--- config.mk ---
export PLATFORM = sky130hd
export DESIGN_NAME = wdt_two_stage
export DESIGN_NICKNAME = d
export VERILOG_FILES = /design/src/rtl/wdt_two_stage.sv
export SDC_FILE = /design/constraint.sdc
export NUM_CORES = 1
export LEC_CHECK = 0
export CAP_MARGIN = 20
export CORE_MARGIN = 2
export CORE_UTILIZATION = 35
export DETAILED_ROUTE_END_ITERATION = 8
export DONT_BUFFER_PORTS = 1
export PLACE_DENSITY_LB_ADDON = 0.05
export SLEW_MARGIN = 10
export SYNTH_ARGS = -nofsm -noshare
export SYNTH_HDL_FRONTEND = slang
export SYNTH_SLANG_ARGS = --single-unit
--- constraint.sdc ---
create_clock -name clk -period 2.7 [get_ports clk]
set_input_delay 0.27 -clock clk [delete_from_list [all_inputs] [get_ports clk]]
set_output_delay 0.27 -clock clk [all_outputs]
set_load 0.005 [all_outputs]
--- src/rtl/wdt_two_stage.sv ---
module wdt_two_stage #(
  parameter int TICK_CYCLES = 30_000_000,
  parameter int CNT_W       = 10,
  parameter int ADDR_W      = 5
) (
  input  logic              clk,
  input  logic              rst_n,
  input  logic              wr_en_i,
  input  logic [ADDR_W-1:0] addr_i,
  input  logic [1:0]        be_i,
  input  logic [15:0]       wdata_i,
  output logic [15:0]       rdata_o,
  input  logic              smi_en_i,
  input  logic              strap_i,
  input  logic              no_reboot_i,
  output logic              smi_req_o,
  output logic              rst_req_o
);
  localparam int WI = ADDR_W - 1;
  localparam int PW = $clog2(TICK_CYCLES + 1);
  localparam logic [15:0] STS1_MASK = 16'h0007;
  localparam logic [15:0] STS2_MASK = 16'h0006;

  logic [15:0] tval_q, rld_q, ctl1_q, ctl2_q, sts1_q, sts2_q;
  logic [7:0]  din_q, dout_q, msg1_q, msg2_q, wdcnt_q, swirq_q;
  logic        run_q, second_q, rst_req_q, smi_q;
  logic [PW-1:0] presc_q;

  logic [WI-1:0] widx;
  logic          unused_addr_lsb;
  assign widx = addr_i[ADDR_W-1:1];
  assign unused_addr_lsb = addr_i[0];

  function automatic logic [15:0] mrg(input logic [15:0] o, input logic [15:0] n, input logic [1:0] b);
    return {b[1] ? n[15:8] : o[15:8], b[0] ? n[7:0] : o[7:0]};
  endfunction

  function automatic logic sel(input logic [WI-1:0] w, input int k);
    return w == WI'(k);
  endfunction

  logic wr_any, wr_rld, wr_ctl1, wr_din, wr_dout;
  assign wr_any  = wr_en_i && (|be_i);
  assign wr_rld  = wr_any && sel(widx, 1);
  assign wr_ctl1 = wr_any && sel(widx, 2);
  assign wr_din  = wr_en_i && be_i[0] && sel(widx, 6);
  assign wr_dout = wr_en_i && be_i[1] && sel(widx, 6);

  logic [15:0] wmerged_rld, ctl1_new;
  assign wmerged_rld = mrg(rld_q, wdata_i, be_i);
  assign ctl1_new    = mrg(ctl1_q, wdata_i, be_i) | (ctl1_q & 16'h0002);

  logic tval_ok;
  assign tval_ok = tval_q[CNT_W-1:0] > CNT_W'(1);

  logic tick, expire, fire_rst;
  assign tick     = run_q && (presc_q == PW'(TICK_CYCLES - 1));
  assign expire   = tick && (rld_q[CNT_W-1:0] <= CNT_W'(1));
  assign fire_rst = expire && second_q && !strap_i && !no_reboot_i;

  logic [15:0] sts1_nxt, sts2_nxt;
  always_comb begin
    sts1_nxt = (wr_any && sel(widx, 4)) ? (mrg(sts1_q, wdata_i, be_i) & STS1_MASK) : sts1_q;
    sts2_nxt = (wr_any && sel(widx, 5)) ? (mrg(sts2_q, wdata_i, be_i) & STS2_MASK) : sts2_q;
    if (expire) sts1_nxt[0] = 1'b1;
    if (wr_din) sts1_nxt[1] = 1'b1;
    if (wr_dout) sts1_nxt[2] = 1'b1;
    if (expire && second_q) sts2_nxt[2:1] = 2'b11;
  end

  always_ff @(posedge clk or negedge rst_n) begin
    if (!rst_n) begin
      tval_q <= 16'h0004; rld_q <= '0; ctl1_q <= '0; ctl2_q <= 16'h0008;
      sts1_q <= '0; sts2_q <= '0;
      din_q <= '0; dout_q <= '0; msg1_q <= '0; msg2_q <= '0;
      wdcnt_q <= '0; swirq_q <= 8'h03;
      run_q <= 1'b0; second_q <= 1'b0; rst_req_q <= 1'b0; smi_q <= 1'b0;
      presc_q <= '0;
    end else begin
      smi_q  <= 1'b0;
      sts1_q <= sts1_nxt;
      sts2_q <= sts2_nxt;
      if (run_q) presc_q <= tick ? '0 : presc_q + PW'(1);
      if (tick && !expire) rld_q[CNT_W-1:0] <= rld_q[CNT_W-1:0] - CNT_W'(1);
      if (expire) begin
        second_q <= !second_q;
        if (fire_rst) begin
          rst_req_q <= 1'b1;
          run_q     <= 1'b0;
          rld_q     <= '0;
        end else begin
          if (smi_en_i) smi_q <= 1'b1;
          rld_q <= tval_q;
        end
      end
      if (wr_any && sel(widx, 0)) tval_q <= mrg(tval_q, wdata_i, be_i);
      if (wr_any && sel(widx, 3)) ctl2_q <= mrg(ctl2_q, wdata_i, be_i);
      if (wr_en_i && sel(widx, 7)) begin
        if (be_i[0]) msg1_q <= wdata_i[7:0];
        if (be_i[1]) msg2_q <= wdata_i[15:8];
      end
      if (wr_en_i && sel(widx, 8)) begin
        if (be_i[0]) wdcnt_q <= wdata_i[7:0];
        if (be_i[1]) swirq_q <= wdata_i[15:8];
      end
      if (wr_din) begin
        din_q <= wdata_i[7:0];
        smi_q <= 1'b1;
      end
      if (wr_dout) dout_q <= wdata_i[15:8];
      if (wr_rld) begin
        second_q <= 1'b0;
        if (!ctl1_q[0] && tval_ok) begin
          rld_q <= tval_q; run_q <= 1'b1; presc_q <= '0;
        end else begin
          rld_q <= wmerged_rld;
        end
      end
      if (wr_ctl1) begin
        ctl1_q <= ctl1_new;
        if (!ctl1_new[0] && tval_ok) begin
          rld_q <= tval_q; run_q <= 1'b1; presc_q <= '0;
        end else begin
          run_q <= 1'b0;
        end
      end
    end
  end

  always_comb begin
    rdata_o = '0;
    if      (sel(widx, 0)) rdata_o = tval_q;
    else if (sel(widx, 1)) rdata_o = rld_q;
    else if (sel(widx, 2)) rdata_o = ctl1_q;
    else if (sel(widx, 3)) rdata_o = ctl2_q;
    else if (sel(widx, 4)) rdata_o = sts1_q;
    else if (sel(widx, 5)) rdata_o = sts2_q;
    else if (sel(widx, 6)) rdata_o = {dout_q, din_q};
    else if (sel(widx, 7)) rdata_o = {msg2_q, msg1_q};
    else if (sel(widx, 8)) rdata_o = {swirq_q, wdcnt_q};
  end

  assign smi_req_o = smi_q;
  assign rst_req_o = rst_req_q;
endmodule

# Yosys cells after proc, flatten, opt, wreduce, memory -nomap -nowiden
# Index checks and enable logic that the tools add are counted.
# totals
regBits	146
input_bits	29
out_inout_bits	18
wordCells	132
# op_classes
add_sub_neg	2
n_lt_le_gt_ge	2
n_eq_ne	9
n_mux	46
n_bitwise	1
reduce_logical	51
# op_table
cell	count
16-bit 2-to-1 mux	15
25-bit 2-to-1 mux	6
8-bit 2-to-1 mux	4
2-bit AND reduction	13
25-bit by 1-bit adder with 25-bit output, second input constant	1
25-bit == test, second input constant	1
1-bit logical AND	21
2-bit nonzero test	9
4-bit by 3-bit == test with 1-bit output, second input constant	4
16-bit by 2-bit bitwise OR with 16-bit output	1
1-bit 2-to-1 mux	15
3-bit 2-to-1 mux	4
10-bit by 1-bit > comparator with 1-bit output, second input constant	1
10-bit by 1-bit <= comparator with 1-bit output, second input constant	1
10-bit 2-to-1 mux	1
10-bit by 1-bit subtractor with 10-bit output, second input constant	1
4-bit by 2-bit == test with 1-bit output, second input constant	2
1-bit logical NOT	6
4-bit by 1-bit == test with 1-bit output, second input constant	1
4-bit == test, second input constant	1
4-bit logical NOT	1
2-bit 2-to-1 mux	1
2-bit OR reduction	1

# Depth between registers and ports, before layout
# Gate-level depths: netlist of the first run.
# logic_depth
word_depth	11
depth_mapped	9
depth_no_buf	7

# Worst setup path after synthesis of the first run
# Ideal clock, no wire load.
# synth_timing
path_type	flip-flop to flip-flop
start	reg presc_q[13]
end	reg rld_q[1]
setup_time_ns	0.126
t_arrival_ns	2.086
required_time_ns	2.574
path_slack_ns	0.488
stages_incl_launch_ff	6
path_buffers	0
period_less_slack_ns	2.212
path_cell_list	dfrtp_1 > or4b_4 > nor4_4 > nand2_2 > mux2_1 > a221o_1
# synth_via
elab_chain_len	11
word_cells_on_any_way	14
cone_classes	eq/ne (1); mux (6); reduce/logical (7)
# synth_rtl
element	line	rtl
from (decl)	27	logic [PW-1:0] presc_q;
from (signal assigned)	83	if (run_q) presc_q <= tick ? '0 : presc_q + PW'(1);
25-bit == test *	57	assign tick = run_q && (presc_q == PW'(TICK_CYCLES - 1));
1-bit logical AND *	57	
1-bit logical AND	58	assign expire = tick && (rld_q[CNT_W-1:0] <= CNT_W'(1));
1-bit logical AND (3 in series)	59	assign fire_rst = expire && second_q && !strap_i && !no_reboot_i;
16-bit 2-to-1 mux	87	if (fire_rst) begin
16-bit 2-to-1 mux *	85	if (expire) begin
16-bit 2-to-1 mux *	111	if (wr_rld) begin
16-bit 2-to-1 mux	121	if (!ctl1_new[0] && tval_ok) begin
16-bit 2-to-1 mux *	119	if (wr_ctl1) begin
to (signal, indexed assignment)	84	if (tick && !expire) rld_q[CNT_W-1:0] <= rld_q[CNT_W-1:0] - CNT_W'(1);
to (signal assigned)	93	rld_q <= tval_q;
to (signal assigned)	116	rld_q <= wmerged_rld;
to (decl)	24	logic [15:0] tval_q, rld_q, ctl1_q, ctl2_q, sts1_q, sts2_q;
# Every way passes the cells marked *; elsewhere a longest branch is shown, timed or not.
# A chain may end at the register's enable or synchronous reset.

# Final worst setup path of the first run
# Ends and elaborated chain as after synthesis.

==> flow_metrics.py, run 1 <==
metrics = {
    "synth": {
        "synth-simple-area-share": 0.158,
        "synth_fa_ha_area_frac": 0.00480,
        "synth_top_family_by_area": "multiplexers",
        "synthMuxAreaShare": 0.174,
        "yosysTopAreaCell": "dfrtp_1",
        "synth_top_area_share": 0.455,
        "synth.area.top_cells": "dfrtp_1 (45%), mux2_2 (15%), nor2_1 (2.6%), mux2i_1 (2.4%), o21ai_0 (2.0%)",
        "yosysUniqueCellTypes": 79,
        "synth-edff-count": 0,
        "synthTopCellsByCount": "dfrtp_1 (142), mux2_2 (102), nor2_1 (55)",
        "async_flop_share": 1.00,
        "synth_area_sq_um": 7820,
        "synth_seq_area_share": 0.468,
        "avgSynthCellArea_sq_um": 10.9,
        "synth_xor_area_frac": 0.0291,
        "syn_nets": 752,
        "yosysMostFrequentCell": "dfrtp_1",
        "dominantRegCellSynth": "dfrtp_1",
        "ys.warnings.count": 0,
        "synth_compound_area_frac": 0.135,
        "ys_ff_latch": 146,
        "syn_inst": 720,
    },
    "routing": {
        "antenna_left": 0,
        "totalWireLength_um": 23400,
        "num_vias": 5959,
        "drt_first_pass_iters": 6,
        "via_per_inst": 5.74,
        "drcViolationCount": 0,
        "wire_per_inst_um": 22.5,
        "drtIter0Drc": 395,
    },
    "placement": {
        "dp_hpwl_um": 15600,
        "gp_congestion": 0.806,
        "port_buffers": 0,
    },
    "floorplanning": {
        "start_util": 0.357,
        "dieHeight_um": 153,
        "die_area_sq_um": 23500,
        "core_area_sq_um": 21900,
        "fp.dieW_um": 153,
        "io_pins": 47,
        "rows": 54,
    },
    "clock_tree": {
        "post_cts_resized": 0,
        "root_buffer": "clkbuf_16",
        "clk_latency_ns": 0.43,
        "cts_max_level": 4,
        "cts_sinks": 146,
        "cts.hold.buffers_added": 20,
        "cts_max_path_buffers": 2,
        "numCtsBuffers": 17,
        "cts.clk_slew.worst_paths_ns": 0.06,
        "tritoncts": "done",
    },
    "critical_path": {
        "worstPathMaxFanout": 6,
        "cp_slowest_stage_delay_ns": 0.58,
        "end_kind": "register",
        "cp_slowest_cell": "or4b_4",
        "worstPathArrival_ns": 2.74,
        "start_kind": "register",
        "path_cells": "or4b_4 -> nor4_4 -> nand2_2 -> mux2_1 -> a221o_1",
        "crit_type": "register to register",
        "cp.required_ns": 3.01,
    },
    "run": {
        "maxCapViolCount": 0,
    },
    "sta": {
        "fin_hold_ws_ns": -0.468,
        "clock.fmax_mhz": 411,
        "max_slew_margin": 0.654,
        "worst_pin_slew_ns": 0.519,
        "setup_tns_ns": 0,
        "grt_setup_unrepaired": "false",
        "maxSlewViolCount": 0,
        "setup_viol": 0,
        "timing.final.crit_share": 0.900,
        "hold_viol": 146,
        "skew_ns": 0.00831,
        "min_period_ns": 2.43,
    },
    "pwr": {
        "pwr_density_cell_nw_per_um2": 739,
        "p_total_mw": 6.70,
        "vdd_drop_max_v": 0.000350,
        "p_leak_nw": 3.83,
    },
    "status": {
        "violations": "hold timing",
        "status": "complete, but fails checks",
    },
    "global_routing": {
        "grt_max_degree": 147,
        "grt_pass1_wl_um": 36900,
        "overflow": 0,
        "grt_pass1_vias": 6062,
        "antenna_found_initial": 1,
        "grt.total_usage": 0.205,
    },
    "finish": {
        "multi_input_area_sq_um": 3940,
        "final_nets": 777,
        "n_fill_cell": 2090,
        "layout-drive-gt1-share": 0.266,
        "areaGrowthSynthToFinish_pct": 15.9,
        "regArea_sq_um": 3660,
        "num_antenna_cells": 0,
    },
    "worst_hold_path": {
        "hp-class": "input port to asynchronous set/reset pin",
    },
}
-- report_power, final --
part / switching, mW / total (mW) / internal [mW]
combinational: 0.554 / 1.18 / 0.624
clock: 0.995 / 2.55 / 1.55
sequential: 0.355 / 2.97 / 2.62
-- placed cells by master, fill, tap and decap left out, drive strengths merged, types with 21 or more instances in the layout --
cell   instances
nand3         27
buf           30
dfrtp        142
o21ai         41
inv           21
a21oi         30
mux2         104
nor2          55
nand2         35
-- final timing paths --
check                           cells past startpoint        start  slack (ns)         end
worst max register to register                      5  presc_q[13]        0.27    rld_q[1]
min in group clk                                    2  wdata_i[12]        0.03   rld_q[12]
max in group asynchronous                           0        rst_n        2.77   ctl2_q[3]
worst min register to register                      1    ctl1_q[1]        0.47   ctl1_q[1]
worst max-delay path                                5  presc_q[13]        0.27    rld_q[1]
worst min-delay path                                0        rst_n       -0.47  presc_q[4]
-- kinds of logic (layout without fill, tap and decap cells) --
family,after synthesis,count (layout)
xor gates and xnor gates,26,26
and+or+nand+nor,219,219
buffers and inverters,59,97
adders and majority gates,3,3
DFF,146,146
muxes,123,123
AOI/OAI and AO/OA,144,144
-- worst max-delay path: cells and delay by family, from the launching register on --
family | cells | cell delay [ns]
flops | 1 | 0.44
mux | 1 | 0.36
compound gates | 1 | 0.29
simple gates | 3 | 1.21
-- state kept, by name, summed over array words and instances, names as in the netlist --
signal     count
msg2_q         8
dout_q         8
second_q       1
presc_q       25
sts1_q         3
ctl2_q        16
sts2_q         2
run_q          1
rld_q         16
din_q          8
ctl1_q        16
msg1_q         8
wdcnt_q        8
rst_req_o      1
smi_req_o      1
tval_q        16
swirq_q        8
-- layer usage --
| layer | track usage | vias to the layer above | part of all wire |
|---|---|---|---|
| met5 | 0 | - | 0 |
| met2 | 0.330 | 133 | 0.48 |
| met1 | 0.283 | 3076 | 0.47 |
| met4 | 0.0498 | 0 | 0.0084 |
| li1 | - | 2737 | - |
| met3 | 0.0414 | 13 | 0.044 |
-- final cells by class --
type                            instances  area share
Multi-Input combinational cell        515       0.434
Sequential cell                       146       0.404
Clock buffer                           20      0.0515
Timing Repair Buffer                   50      0.0469
Tap cell                              280      0.0387
Clock inverter                         12      0.0186
Inverter                               15     0.00621
-- what timing repair did --
item,in CTS,in global routing
hold endpoints to repair,252,146
setup endpoints to repair,0,5
buffers inserted,0,2
-- per-stage QoR --
step,setup slack (ns),utilization,hold slack (ns),cell area (sq um),cells
5_1_grt,0.0836,0.414,-0.490,9060,1038
3_3_place_gp,0.235,0.375,-0.0201,8210,984
6_report,0.269,0.414,-0.468,9060,1038
4_1_cts,0.150,0.413,-0.491,9050,1036
3_5_place_dp,0.164,0.375,-0.0188,8210,984
2_1_floorplan,0.488,-,-0.0256,7820,720
(Power assumes the default switching activity.)
==> run 2: changes to the inputs <==
--- a/config.mk
+++ b/config.mk
@@ -11,6 +11,7 @@
 export DETAILED_ROUTE_END_ITERATION = 8
 export DONT_BUFFER_PORTS = 1
 export PLACE_DENSITY_LB_ADDON = 0.05
+export REMOVE_ABC_BUFFERS = 1
 export SLEW_MARGIN = 10
 export SYNTH_ARGS = -nofsm -noshare
 export SYNTH_HDL_FRONTEND = slang
==> run 2 against run 1 <==
Net effect:
- the run still ends with hold timing left
- register-to-register slack worse by 0.04 ns
- non-clock buffer count shrank 3
- highest routed layer unchanged
- fmax down 1.7%
==> flow_metrics.py, run 2 (synthesis results as in run 1) <==
metrics = {
    "routing": {
        "num_vias": 5998,
        "antenna_left": 0,
        "wire_per_inst_um": 22.7,
        "totalWireLength_um": 23600,
        "drtIter0Drc": 437,
        "drcViolationCount": 0,
        "via_per_inst": 5.78,
        "drt_first_pass_iters": 5,
    },
    "critical_path": {
        "cp.required_ns": 3.00,
        "end_kind": "register",
        "start_kind": "register",
        "worstPathMaxFanout": 7,
        "worstPathArrival_ns": 2.78,
        "crit_type": "register to register",
    },
    "pwr": {
        "p_leak_nw": 3.80,
        "vdd_drop_max_v": 0.000369,
        "pwr_density_cell_nw_per_um2": 731,
    },
    "placement": {
        "gp_congestion": 0.852,
        "dp_hpwl_um": 15800,
        "port_buffers": 0,
    },
    "finish": {
        "largest_reg_flops": 25,
        "regArea_sq_um": 3660,
        "final_nets": 774,
        "areaGrowthSynthToFinish_pct": 15.2,
        "n_fill_cell": 2132,
        "layout_commonest_cell": "dfrtp_1",
        "multi_input_area_sq_um": 3940,
        "post-route-util": 0.411,
        "layout-drive-gt1-share": 0.264,
        "top_register": "presc_q",
        "layout_common_cells": "dfrtp_1 (142), mux2_2 (102), nor2_1 (55), nand2_1 (34), o21ai_0 (32)",
    },
    "worst_hold_path": {
        "hp-class": "input port to asynchronous set/reset pin",
    },
    "floorplanning": {
        "io_pins": 47,
        "dieHeight_um": 153,
        "start_util": 0.357,
        "fp.dieW_um": 153,
        "rows": 54,
        "die_area_sq_um": 23500,
        "core_area_sq_um": 21900,
    },
    "clock_tree": {
        "cts_max_path_buffers": 2,
        "numCtsBuffers": 17,
        "root_buffer": "clkbuf_16",
        "cts.hold.buffers_added": 20,
        "tritoncts": "done",
        "cts_sinks": 146,
        "cts.clk_slew.worst_paths_ns": 0.07,
        "cts_max_level": 4,
        "cts_setup_buffers": 0,
        "clk_latency_ns": 0.43,
        "post_cts_resized": 0,
    },
    "sta": {
        "clock.fmax_mhz": 404,
        "hold_viol": 146,
        "max_slew_margin": 0.480,
        "timing.final.crit_share": 0.916,
        "skew_ns": 0.00983,
        "min_period_ns": 2.47,
        "setup_tns_ns": 0,
        "worst_pin_slew_ns": 0.780,
        "fin_hold_ws_ns": -0.468,
        "maxSlewViolCount": 0,
        "setup_viol": 0,
        "grt_setup_unrepaired": "false",
    },
    "global_routing": {
        "grt_pass1_wl_um": 37400,
        "antenna_found_initial": 1,
        "grt_pass1_vias": 6146,
        "overflow": 0,
        "grt_max_degree": 147,
        "grt.total_usage": 0.206,
    },
    "run": {
        "maxCapViolCount": 0,
    },
    "status": {
        "violations": "hold timing",
        "status": "complete, but fails checks",
    },
}
-- run 2: worst max-delay path, stage by stage, from the launching register on --
cell and delay [ns]:
dfrtp_1 0.44, inv_1 0.15, ha_1 0.27, or2_2 0.22, and3_1 0.32, nand4_1 0.39
a2bb2oi_4 0.43, o211ai_2 0.11
-- run 2: path summary, 6_finish.rpt --
kind	end	depth (start not counted)	startpoint	slack [ns]
max	rld_q[15]	7	rld_q[1]	0.23
min	tval_q[1]	0	rst_n	-0.47
max reg2reg	rld_q[15]	7	rld_q[1]	0.23
min reg2reg	ctl1_q[1]	1	ctl1_q[1]	0.48
max in group asynchronous	ctl2_q[3]	0	rst_n	2.78
min in group clk	rld_q[12]	2	wdata_i[12]	0.02
-- run 2: through the flow --
step	power, mW	instances	hold slack (ns)	instance area, sq um	setup slack [ns]
global route	6.93	1037	-0.489	9010	0.0812
CTS	6.65	1035	-0.482	9000	0.238
detailed placement	4.13	983	-0.0176	8210	0.265
floorplan	3.77	676	-0.0256	7630	0.0994
global placement	4.09	983	-0.0185	8210	0.326
finish	6.58	1037	-0.468	9010	0.227
-- run 2: cell type report --
class | instances | share of cell area
antenna | 2 | 0.000556
inverter | 15 | 0.00625
tap | 280 | 0.0389
multi-input combinational | 515 | 0.437
clock inverter | 15 | 0.0190
timing repair buffer | 47 | 0.0447
clock buffer | 17 | 0.0472
sequential | 146 | 0.406
-- run 2: per-layer routing --
metal / wire length [um] / up-vias / global-route usage
met5: 0 / - / 0
li1: - / 2748 / -
met3: 1080 / 28 / 0.0465
met1: 10800 / 3084 / 0.279
met2: 11200 / 138 / 0.328
met4: 488 / 0 / 0.0673
-- run 2: where the power goes --
part	leakage (nW)	internal [mW]	switching, mW
clock network	0.285	1.39	1.05
registers	1.87	2.62	0.354
logic	1.64	0.621	0.555
total	3.80	4.63	1.96
==> run 3: changes to the inputs <==
==> constraint.sdc (replaced) <==
create_clock -name clk -period 2.82 [get_ports clk]
set_input_delay 0.282 -clock clk [delete_from_list [all_inputs] [get_ports clk]]
set_output_delay 0.282 -clock clk [all_outputs]
set_load 0.005 [all_outputs]
==> run 3 against run 2 <==
Net effect:
- the flow still finishes with violations (hold timing)
- critical path depth unchanged
- sequential power down 4%
- final cell count about the same
- non-clock buffer count up 3
- flip-flop and latch count unchanged
- total power down 4.9%
- global-route usage down 0.15 points
- fmax down 3.5%
- utilization up 0.069 points
- wire length about the same
- clock skew up 0.0015 ns
- count of clock-buffer cells in the layout unchanged
==> flow_metrics.py, run 3 (synthesis results as in run 1) <==
metrics = {
    "clock_tree": {
        "numCtsBuffers": 17,
        "cts_sinks": 146,
        "clk_latency_ns": 0.42,
        "post_cts_resized": 0,
        "cts_max_level": 4,
        "tritoncts": "done",
        "cts_setup_buffers": 0,
        "root_buffer": "clkbuf_16",
        "cts_max_path_buffers": 2,
        "cts.clk_slew.worst_paths_ns": 0.07,
    },
    "critical_path": {
        "rrSetupSlack_ns": 0.26,
        "end_kind": "register",
        "start_kind": "register",
        "worst-path-buf-inv": 1,
        "cp_slowest_stage_delay_ns": 0.45,
        "cp.required_ns": 3.12,
        "cp-startpoint": "rld_q[1]",
        "critical-path-top-delay-family": "simple AND/OR/NAND/NOR gates",
        "path_cells": "inv_1 -> ha_1 -> or2_2 -> and3_1 -> nand4_1 -> a2bb2oi_4 -> o211ai_2",
        "crit_type": "register to register",
        "worstPathMaxFanout": 7,
        "r2r-end": "rld_q[13]",
        "reg2reg_depth": 7,
        "cp_slowest_cell": "a2bb2oi_4",
        "timing.rr.start": "rld_q[1]",
        "worstPathArrival_ns": 2.86,
    },
    "pwr": {
        "pwr-share-clk": 0.367,
        "p_sw_frac": 0.303,
        "vdd_drop_max_v": 0.000292,
        "p_leak_nw": 3.80,
        "p_switching_mw": 1.90,
        "comb_power_share": 0.180,
        "p_total_mw": 6.26,
        "pwr_density_cell_nw_per_um2": 694,
        "internal_power_mw": 4.36,
        "pwr-share-seq": 0.454,
    },
    "routing": {
        "totalWireLength_um": 23600,
        "drcViolationCount": 0,
        "via_per_inst": 5.76,
        "route.met3.wl_um": 915,
        "antenna_left": 0,
        "wire_per_inst_um": 22.7,
        "met1_length_um": 10900,
        "drt_first_pass_iters": 5,
        "top_layer": "met4",
        "met2_length_um": 11500,
        "num_vias": 5977,
        "drtIter0Drc": 445,
    },
    "finish": {
        "final_cells": 1038,
        "layout-drive-gt1-share": 0.261,
        "design_area_sq_um": 9020,
        "top_register": "presc_q",
        "areaGrowthSynthToFinish_pct": 15.4,
        "final_nets": 777,
        "largest_reg_flops": 25,
        "layout_commonest_cell": "dfrtp_1",
        "num_antenna_cells": 0,
        "post-route-util": 0.412,
        "layout_common_cells": "dfrtp_1 (142), mux2_2 (102), nor2_1 (55), nand2_1 (34), o21ai_0 (32)",
    },
    "floorplanning": {
        "dieHeight_um": 153,
        "rows": 54,
        "io_pins": 47,
        "start_util": 0.357,
        "core_area_sq_um": 21900,
        "fp.dieW_um": 153,
        "die_area_sq_um": 23500,
    },
    "sta": {
        "grt_setup_unrepaired": "false",
        "timing.final.crit_share": 0.909,
        "setup_viol": 0,
        "hold_viol": 146,
        "maxSlewViolCount": 0,
        "layout_setup_ws_ns": 0.257,
        "min_period_ns": 2.56,
        "max_slew_margin": 0.478,
        "clock.fmax_mhz": 390,
        "setup_tns_ns": 0,
        "skew_ns": 0.0113,
        "worst_pin_slew_ns": 0.779,
        "fin_hold_ws_ns": -0.446,
    },
    "placement": {
        "pre_cts_ws_ns": 0.382,
        "dp.cells": 982,
        "dp_hpwl_um": 15600,
        "placed_area_sq_um": 8200,
        "port_buffers": 0,
        "gp_congestion": 0.839,
    },
    "global_routing": {
        "grt.total_usage": 0.205,
        "antenna_found_initial": 0,
        "grt_pass1_vias": 6112,
        "overflow": 0,
        "grt_max_degree": 147,
        "grt_pass1_wl_um": 37100,
    },
    "status": {
        "status": "complete, but fails checks",
        "violations": "hold timing",
    },
    "worst_hold_path": {
        "hp-class": "input port to asynchronous set/reset pin",
    },
    "run": {
        "maxCapViolCount": 0,
    },
}
==> run 3: changes by cell type in the layout (fill, tap and decap cells not counted) <==
cell           previous run  this run
dlygate4sd3_1            20        24
diode_2                   2         0
inv_8                     2         4
buf_4                    27        26
bufinv_16                 2         1
clkinv_2                  1         0
clkinv_4                  2         1
inv_6                     5         6
==> run 3: repair_timing <==
item                                    in CTS  in global routing
endpoints found under the setup margin       0                  0
endpoints found under the hold margin      230                147
hold buffers                                23                  1
==> run 3: worst register-to-register path, delay by kind of cell, from the launching register on <==
family                     cells  cell delay, ns
AOI/OAI and AO/OA              2            0.56
adders and majority gates      1            0.27
buffers and inverters          1            0.16
DFF                            1            0.43
and+or+nand+nor                3            1.01
==> run 3: worst max-delay path by stage <==
stage	endpoint	slack, ns	cells past startpoint
3_3_place_gp	rld_q[13]	0.42	7
5_1_grt	rld_q[10]	0.17	7
2_1_floorplan	rld_q[0]	0.22	5
6_report	rld_q[13]	0.26	7
4_1_cts	rld_q[15]	0.35	7
3_5_place_dp	rld_q[15]	0.38	7
==> run 3: cell type report <==
type                            instances  area (sq um)
Tap cell                              280           350
Clock inverter                         15           159
Inverter                               15          56.3
Fill cell                            2159         12900
Multi-Input combinational cell        515          3940
Clock buffer                           17           425
Sequential cell                       146          3660
Timing Repair Buffer                   50           435
==> run 3: routing by layer <==
| layer | GRT usage | up-vias |
|---|---|---|
| met1 | 0.282 | 3077 |
| met5 | 0 | - |
| met4 | 0.0472 | 0 |
| li1 | - | 2740 |
| met3 | 0.0391 | 15 |
| met2 | 0.335 | 145 |
==> run 3: power groups by stage <==
stage	sequential [mW]	clock [mW]	combinational, mW
after global routing	2.90	2.45	1.25
after detailed placement	2.88	0	1.07
final	2.84	2.29	1.12
after global placement	2.86	0	1.06
after CTS	2.84	2.35	1.13
after floorplan	2.77	0	0.835
